==> src/rtl/dma_csr_pkg.sv <==
package dma_csr_pkg;
    localparam int WORD_STATUS = 0;
    localparam int WORD_CTRL   = 1;
    localparam int WORD_FILL   = 2;
    localparam int WORD_RESP   = 3;
    localparam int WORD_SEQ    = 4;

    // status bit positions
    localparam int ST_STOPPED = 5;
    localparam int ST_RESET   = 6;
    localparam int ST_ERR     = 7;
    localparam int ST_EARLY   = 8;
    localparam int ST_IRQ     = 9;

    // control word, bit 0 is the last field
    typedef struct packed {
        logic halt_fetch;
        logic int_en;
        logic pol_early;
        logic pol_err;
        logic sw_rst;
        logic stop;
    } ctrl_t;

    // latched status bits
    typedef struct packed {
        logic stopped;
        logic err;
        logic early;
        logic pend;
    } sticky_t;
endpackage

==> src/rtl/dma_csr_ctrl.sv <==
module dma_csr_ctrl
    import dma_csr_pkg::*;
#(
    parameter int RST_CYCLES = 16
) (
    input  logic  clk,
    input  logic  rst_n,
    input  logic  we,
    input  ctrl_t wval,
    output ctrl_t ctrl,
    output logic  resetting
);
    localparam int CNT_W = $clog2(RST_CYCLES + 1);

    typedef struct packed {
        ctrl_t            c;
        logic [CNT_W-1:0] cnt;
    } state_t;

    state_t s_d, s_q;

    always_comb begin
        s_d = s_q;
        if (s_q.c.sw_rst) begin
            if (s_q.cnt == '0) begin
                s_d.c.sw_rst = 1'b0;
            end else begin
                s_d.cnt = s_q.cnt - 1'b1;
            end
        end else if (we) begin
            if (wval.sw_rst) begin
                s_d.c        = '0;
                s_d.c.sw_rst = 1'b1;
                s_d.cnt      = CNT_W'(RST_CYCLES - 1);
            end else begin
                s_d.c = wval;
            end
        end
    end

    always_ff @(posedge clk or negedge rst_n) begin
        if (!rst_n) s_q <= '0;
        else        s_q <= s_d;
    end

    assign ctrl      = s_q.c;
    assign resetting = s_q.c.sw_rst;

    assert_rst_hold_R8: assert property (@(posedge clk) disable iff (!rst_n)
        (s_q.c.sw_rst && s_q.cnt != '0) |=> s_q.c.sw_rst);
    assert_rst_end_R8: assert property (@(posedge clk) disable iff (!rst_n)
        (s_q.c.sw_rst && s_q.cnt == '0) |=> !s_q.c.sw_rst);
    assert_rst_quiet_R8: assert property (@(posedge clk) disable iff (!rst_n)
        s_q.c.sw_rst |-> (s_q.c.stop == 1'b0 && s_q.c.int_en == 1'b0 && s_q.c.halt_fetch == 1'b0));
    assert_cnt_range_R8: assert property (@(posedge clk) disable iff (!rst_n)
        s_q.cnt < CNT_W'(RST_CYCLES));
    assert_ctrl_load_R3: assert property (@(posedge clk) disable iff (!rst_n)
        (we && !s_q.c.sw_rst && !wval.sw_rst) |=> s_q.c == $past(wval));
endmodule

==> src/rtl/dma_csr_status.sv <==
module dma_csr_status
    import dma_csr_pkg::*;
(
    input  logic       clk,
    input  logic       rst_n,
    input  logic       resetting,
    input  logic       pol_err,
    input  logic       pol_early,
    input  logic       err_evt,
    input  logic       early_evt,
    input  logic       done_evt,
    input  logic       clr_we,
    input  logic [3:0] clr_mask,
    output sticky_t    st
);
    sticky_t st_d, st_q;
    logic    any_evt;

    assign any_evt = done_evt | err_evt | early_evt;

    always_comb begin
        st_d = st_q;
        if (resetting) begin
            st_d = '0;
        end else begin
            if (clr_we) st_d = sticky_t'(4'(st_q) & ~clr_mask);
            if (err_evt && pol_err) begin
                st_d.err     = 1'b1;
                st_d.stopped = 1'b1;
            end
            if (early_evt && pol_early) begin
                st_d.early   = 1'b1;
                st_d.stopped = 1'b1;
            end
            if (any_evt) st_d.pend = 1'b1;
        end
    end

    always_ff @(posedge clk or negedge rst_n) begin
        if (!rst_n) st_q <= '0;
        else        st_q <= st_d;
    end

    assign st = st_q;

    assert_err_stop_R4: assert property (@(posedge clk) disable iff (!rst_n)
        (!resetting && err_evt && pol_err) |=> (st_q.err && st_q.stopped));
    assert_early_stop_R5: assert property (@(posedge clk) disable iff (!rst_n)
        (!resetting && early_evt && pol_early) |=> (st_q.early && st_q.stopped));
    assert_pend_set_R6: assert property (@(posedge clk) disable iff (!rst_n)
        (!resetting && any_evt) |=> st_q.pend);
    assert_pend_clear_R7: assert property (@(posedge clk) disable iff (!rst_n)
        (!resetting && !any_evt && clr_we && clr_mask[0]) |=> !st_q.pend);
    assert_wipe_R8: assert property (@(posedge clk) disable iff (!rst_n)
        resetting |=> (st_q == '0));
endmodule

==> src/rtl/dma_csr_rdmux.sv <==
module dma_csr_rdmux
    import dma_csr_pkg::*;
#(
    parameter int ADDR_W = 5,
    parameter int LVL_W  = 16
) (
    input  logic [ADDR_W-1:0] addr,
    input  logic [31:0]       status_word,
    input  logic [31:0]       ctrl_word,
    input  logic [LVL_W-1:0]  rd_fill,
    input  logic [LVL_W-1:0]  wr_fill,
    input  logic [LVL_W-1:0]  resp_fill,
    input  logic [LVL_W-1:0]  rd_seq,
    input  logic [LVL_W-1:0]  wr_seq,
    output logic [31:0]       rdata
);
    localparam int WORD_W = ADDR_W - 2;

    logic [WORD_W-1:0] word;
    assign word = addr[ADDR_W-1:2];

    always_comb begin
        rdata = '0;
        if (addr[1:0] == 2'b00) begin
            if (word == WORD_W'(WORD_STATUS))     rdata = status_word;
            else if (word == WORD_W'(WORD_CTRL))  rdata = ctrl_word;
            else if (word == WORD_W'(WORD_FILL))  rdata = {16'(wr_fill), 16'(rd_fill)};
            else if (word == WORD_W'(WORD_RESP))  rdata = {16'h0, 16'(resp_fill)};
            else if (word == WORD_W'(WORD_SEQ))   rdata = {16'(wr_seq), 16'(rd_seq)};
        end
    end
endmodule

==> src/rtl/dma_csr_block.sv <==
module dma_csr_block
    import dma_csr_pkg::*;
#(
    parameter int ADDR_W     = 5,
    parameter int LVL_W      = 16,
    parameter int RST_CYCLES = 16
) (
    input  logic              clk,
    input  logic              rst_n,
    input  logic              bus_wr,
    input  logic [ADDR_W-1:0] bus_addr,
    input  logic [31:0]       bus_wdata,
    output logic [31:0]       bus_rdata,
    input  logic              eng_busy,
    input  logic              desc_empty,
    input  logic              desc_full,
    input  logic              resp_empty,
    input  logic              resp_full,
    input  logic              err_evt,
    input  logic              early_evt,
    input  logic              done_evt,
    input  logic [LVL_W-1:0]  rd_fill,
    input  logic [LVL_W-1:0]  wr_fill,
    input  logic [LVL_W-1:0]  resp_fill,
    input  logic [LVL_W-1:0]  rd_seq,
    input  logic [LVL_W-1:0]  wr_seq,
    output logic              eng_stop,
    output logic              eng_reset,
    output logic              stop_fetch,
    output logic              irq_en,
    output logic              irq
);
    localparam int WORD_W = ADDR_W - 2;

    ctrl_t             ctrl;
    sticky_t           st;
    logic              resetting;
    logic              aligned;
    logic [WORD_W-1:0] word;
    logic              we_status, we_ctrl;
    logic [3:0]        clr_mask;
    logic              stopped_live;
    logic [31:0]       status_word;
    logic              unused_bits;

    assign aligned   = (bus_addr[1:0] == 2'b00);
    assign word      = bus_addr[ADDR_W-1:2];
    assign we_status = bus_wr && aligned && (word == WORD_W'(WORD_STATUS));
    assign we_ctrl   = bus_wr && aligned && (word == WORD_W'(WORD_CTRL));
    assign clr_mask  = {bus_wdata[ST_STOPPED], bus_wdata[ST_ERR], bus_wdata[ST_EARLY], bus_wdata[ST_IRQ]};
    assign unused_bits = ^{bus_wdata[31:10], bus_wdata[ST_RESET]};

    dma_csr_ctrl #(.RST_CYCLES(RST_CYCLES)) ctrl_i (
        .clk       (clk),
        .rst_n     (rst_n),
        .we        (we_ctrl),
        .wval      (ctrl_t'(bus_wdata[5:0])),
        .ctrl      (ctrl),
        .resetting (resetting)
    );

    dma_csr_status status_i (
        .clk       (clk),
        .rst_n     (rst_n),
        .resetting (resetting),
        .pol_err   (ctrl.pol_err),
        .pol_early (ctrl.pol_early),
        .err_evt   (err_evt),
        .early_evt (early_evt),
        .done_evt  (done_evt),
        .clr_we    (we_status),
        .clr_mask  (clr_mask),
        .st        (st)
    );

    assign stopped_live = ctrl.stop | st.stopped;
    assign status_word  = {22'h0, st.pend, st.early, st.err, resetting, stopped_live,
                           resp_full, resp_empty, desc_full, desc_empty, eng_busy};

    dma_csr_rdmux #(.ADDR_W(ADDR_W), .LVL_W(LVL_W)) rdmux_i (
        .addr        (bus_addr),
        .status_word (status_word),
        .ctrl_word   ({26'h0, 6'(ctrl)}),
        .rd_fill     (rd_fill),
        .wr_fill     (wr_fill),
        .resp_fill   (resp_fill),
        .rd_seq      (rd_seq),
        .wr_seq      (wr_seq),
        .rdata       (bus_rdata)
    );

    assign eng_stop   = stopped_live;
    assign eng_reset  = resetting;
    assign stop_fetch = ctrl.halt_fetch;
    assign irq_en     = ctrl.int_en;
    assign irq        = st.pend & ctrl.int_en;

    assert_irq_quiet_in_reset_R6: assert property (@(posedge clk) disable iff (!rst_n)
        eng_reset |-> !irq);
    assert_stop_follows_R3: assert property (@(posedge clk) disable iff (!rst_n)
        (we_ctrl && !resetting && bus_wdata[0] && !bus_wdata[1]) |=> eng_stop);
    assert_ignored_write_R8: assert property (@(posedge clk) disable iff (!rst_n)
        (resetting && we_ctrl) |=> $stable(stop_fetch));
endmodule

==> config.mk <==
export PLATFORM = sky130hd
export DESIGN_NAME = dma_csr_block
export DESIGN_NICKNAME = d
export VERILOG_FILES = /design/src/rtl/dma_csr_pkg.sv /design/src/rtl/dma_csr_ctrl.sv /design/src/rtl/dma_csr_status.sv /design/src/rtl/dma_csr_rdmux.sv /design/src/rtl/dma_csr_block.sv
export SDC_FILE = /design/constraint.sdc
export NUM_CORES = 1
export LEC_CHECK = 0
export BUFFER_PORTS_ARGS = -buffer_cell sky130_fd_sc_hd__buf_2
export CELL_PAD_IN_SITES_DETAIL_PLACEMENT = 0
export CELL_PAD_IN_SITES_GLOBAL_PLACEMENT = 2
export CORE_MARGIN = 2
export CORE_UTILIZATION = 17
export CTS_CLUSTER_SIZE = 8
export DETAILED_ROUTE_END_ITERATION = 12
export GPL_TIMING_DRIVEN = 0
export HOLD_SLACK_MARGIN = 0.05
export PLACE_DENSITY = 0.88
export SYNTH_ARGS = -nofsm -noshare
export SYNTH_HDL_FRONTEND = slang
export SYNTH_HIERARCHICAL = 1
export SYNTH_SLANG_ARGS = --single-unit
==> constraint.sdc <==
create_clock -name clk -period 1.5 [get_ports clk]
set_input_delay 0.225 -clock clk [delete_from_list [all_inputs] [get_ports clk]]
set_output_delay 0.225 -clock clk [all_outputs]
set_load 0.05 [all_outputs]
==> impl_results.md <==
* Result of the run: finished, violations left
* Failing checks: negative setup slack
* Max Slew Vio Count at 0
* Required arrival time at the worst endpoint at 1270 ps
* Largest net degree at the start of global routing at 16
* Number of filler cells placed in the layout at 1217
* Total clock buffers created by CTS at 3
* Overall die area at 13140 um^2
* Critical Path Slowest Stage Cell: sky130_fd_sc_hd__or3_4
* Share of the synthesized area in compound gates (AO/OA/AOI/OAI) at 0.3656
* CP max stage delay at 380 ps
* Most instantiated flip-flop cell in the synthesis netlist: sky130_fd_sc_hd__dfrtp_1
* Routed via count divided by cell count at 4.342
* Overall global routing resource usage at 0.1415
* CP arrival at 1440 ps
* Setup skew after layout at 3.786 ps
* Synthesis-to-layout area growth at 112.9%
* Upper clock frequency limit at 0.6021 GHz
* Min-Delay Path Class: in2reg
* Maximum fanout encountered on the critical timing path at 10
* Detailed-route wire length at 9.447 mm
* Routability congestion estimate from global placement at 0.7953
* Share of the synthesized netlist area taken by xor and xnor gates at 0.008419
* Synth area leader: sky130_fd_sc_hd__dfrtp_1
* Clk pin slew, worst setup/hold paths at 50 ps
* Clock latency on the worst-skew pair at 240 ps
* Critical path launch point type: primary input
* Critical path buffer and inverter count at 4
* Detailed placement HPWL at 7.343 mm
* Area post-placement at 3573 um^2
* Initial Utilization at 0.1740
* Setup slack at placement at -520.5 ps
* Critical Path End Type: output pin
* Post-route cell area at 4431 um^2
* Ranking of synthesized cells by area: sky130_fd_sc_hd__dfrtp_1, sky130_fd_sc_hd__nand2_1, sky130_fd_sc_hd__o21ai_0, sky130_fd_sc_hd__mux2_2, sky130_fd_sc_hd__mux2i_1
* Routed WL per cell at 14.95 um
* Core Rows at 40
* Category of the critical setup timing path: in2out
* Final cycle utilization of the critical path at 1.107
* Clock root cell: sky130_fd_sc_hd__clkbuf_16
* Number of warnings printed during yosys synthesis at 6
* Basic-gate share of the synthesized area counting and, or, nand and nor cells at 0.2008
* Fin. Hold Viols at 0
* Buffers from clock root to sink, at most at 2
* Area share of fa/ha/maj cells after synthesis at 0.006013
* Number of top-level pins at 165
* Die span in x at 114.6 um
* P per Cell Area at 623.8 nW/um^2
* Sequential area share after synthesis at 0.1804
* Remaining antenna violation count after routing at 0
* Syn Inst Count at 276
* Portion of netlist area occupied by mux cells at 0.1437
* Count of different cell masters after synthesis at 41
* Total number of clock tree sinks at 15
* First DRT Iteration DRCs at 112
* Setup repair after global routing missed its margin: yes
* Count of endpoints failing setup in the final report at 32
* Combinational family with the most area after synthesis: compound AO/OA/AOI/OAI gates
* Input/output buffers at 141
* Area inside the core boundary at 11960 um^2
* Multi-input gate area at 2411 um^2
* Leakage power of the design at 1.963 nW
* Flop and latch count out of synthesis at 15
* EDFF count, synth at 0
* Clock tree from TritonCTS: built
* Clock H-tree levels at 1
* 1st-pass router iterations at 6
* Largest vdd supply drop at 0.5525 mV
* Async S/R FF share, synth at 1.000
* Total of max-cap violations at 0
* Area share of the largest cell type after synthesis at 0.1804
* Initial antenna violation count at 0
* Global-route wire length before repair at 14.62 mm
* Final critical-path setup slack at -160.8 ps
* Antenna Diode Count at 0
* GRT overflow at 0
* Area occupied by registers at 376.6 um^2
* Area of the mapped netlist at 2081 um^2
* Vias at 2744
* Avg Synthesized Cell Area at 7.539 um^2
* Cell chain of the critical path: buf_12 > buf_8 > or3_4 > buf_6 > o21ai_2 > a21oi_4 > buf_4
* Post-route minimum period at 1661 ps
* Nets@finish at 615
* Number of DRC violations after detailed routing at 0
* Via count of the first global-routing pass at 2849
* Height of the die at 114.6 um
* Fraction of final layout cells with drive strength greater than 1 at 0.5897
* Worst path top cell family by delay: buffers and inverters
## placed cells by master (no fill, tap or decap), drive strengths merged, types with 2 or more instances in the layout
| cell | netlist | routed |
|---|---|---|
| a221oi | 8 | 8 |
| a21oi | 13 | 13 |
| o21ai | 52 | 52 |
| nor3 | 2 | 2 |
| nor2 | 9 | 9 |
| mux2 | 15 | 15 |
| inv | 5 | 5 |
| or2 | 2 | 2 |
| buf | 20 | 179 |
| a21bo | 4 | 4 |
| a22oi | 8 | 8 |
| a31oi | 16 | 16 |
| dfrtp | 15 | 15 |
| xnor2 | 2 | 2 |
| mux2i | 13 | 13 |
| a21o | 8 | 8 |
| nand2b | 17 | 17 |
| clkbuf | 7 | 8 |
| conb | 1 | 48 |
| nand2 | 47 | 47 |
## Yosys cell counts (5+ instances only)
library cell	instances
sky130_fd_sc_hd__dfrtp_1	15
sky130_fd_sc_hd__a31oi_1	16
sky130_fd_sc_hd__o21ai_0	30
sky130_fd_sc_hd__nand2_1	47
sky130_fd_sc_hd__buf_4	9
sky130_fd_sc_hd__buf_2	7
sky130_fd_sc_hd__a21oi_1	13
sky130_fd_sc_hd__inv_1	5
sky130_fd_sc_hd__a22oi_1	8
sky130_fd_sc_hd__clkbuf_1	7
sky130_fd_sc_hd__nand2b_1	15
sky130_fd_sc_hd__mux2_2	12
sky130_fd_sc_hd__a21o_1	8
sky130_fd_sc_hd__mux2i_1	13
sky130_fd_sc_hd__nor2_1	6
sky130_fd_sc_hd__o21ai_1	22
sky130_fd_sc_hd__a221oi_2	8
## metrics by stage
step | setup TNS [ps] | hold WS (ps) | utilization | cells | power, W
floorplan | -149.7 | -70.59 | - | 323 | 0.001499
global placement | -12900 | 148.6 | 0.2987 | 611 | 0.001832
detailed placement | -13510 | 158.4 | 0.2987 | 611 | 0.001876
CTS | -4190 | 232.9 | 0.3601 | 626 | 0.002622
global route | -5017 | 240.2 | 0.3704 | 632 | 0.002942
finish | -3593 | 231.6 | 0.3704 | 632 | 0.002764
## registers in the layout, indices dropped and copies added, names as in the netlist
name and flops:
status_i/st 4, ctrl_i/s_q 5, ctrl_i/ctrl 5, ctrl_i/resetting 1
## final timing paths
| check | startpoint | end | slack, ps | cells after the start |
|---|---|---|---|---|
| hold reg to reg | ctrl_i/ctrl[0] | ctrl_i/ctrl[0] | 480 | 2 |
| setup / recovery | bus_addr[2] | bus_rdata[23] | -160 | 7 |
| setup reg to reg | ctrl_i/s_q[1] | ctrl_i/s_q[0] | 60 | 5 |
| hold / removal | bus_wdata[2] | ctrl_i/ctrl[2] | 230 | 3 |
| max in group asynchronous | rst_n | ctrl_i/resetting | 800 | 2 |
| min in group asynchronous | rst_n | status_i/st[0] | 420 | 2 |
## power by group
| group | total [W] | switching, W | internal [W] |
|---|---|---|---|
| logic | 0.00161 | 0.000868 | 0.000740 |
| clock network | 0.000519 | 0.000159 | 0.000360 |
| registers | 0.000638 | 0.000127 | 0.000511 |
## timing repair
action,CTS,global route
gates resized for setup,144,30
buffers inserted,9,8
cloned,2,0
pin swaps,22,10
hold buffers,1,0
hold endpoints to repair,15,0
setup endpoints to repair,35,42
## per-layer routing
metal	part of all wire	wire, um	GRT usage	vias to the layer above
met2	0.50	4750	0.2536	97
li1	-	-	-	1372
met5	0	0	0	-
met4	0.019	179	0.03415	0
met3	0.051	484	0.01376	15
met1	0.43	4033	0.1817	1260
## final cells by class
type                            count  area share
Inverter                            5    0.004236
Buffer                             26     0.06298
Multi-Input combinational cell    276      0.5442
Timing Repair Buffer              159      0.2443
Sequential cell                    15     0.08500
Tap cell                          147     0.04151
Clock buffer                        4     0.01779
## logic make-up after synthesis
kind of cell	count (synthesis)
xor gates and xnor gates	2
muxes	28
buffers and inverters	32
AOI/OAI and AO/OA	113
other	1
adders and majority gates	1
and+or+nand+nor	84
DFF	15
## worst min-delay path, stage by stage
cell	delay, ps
sky130_fd_sc_hd__buf_2	90
sky130_fd_sc_hd__nand2b_1	50
sky130_fd_sc_hd__o21ai_0	60
Note: power is estimated with default switching activity, not from simulation.
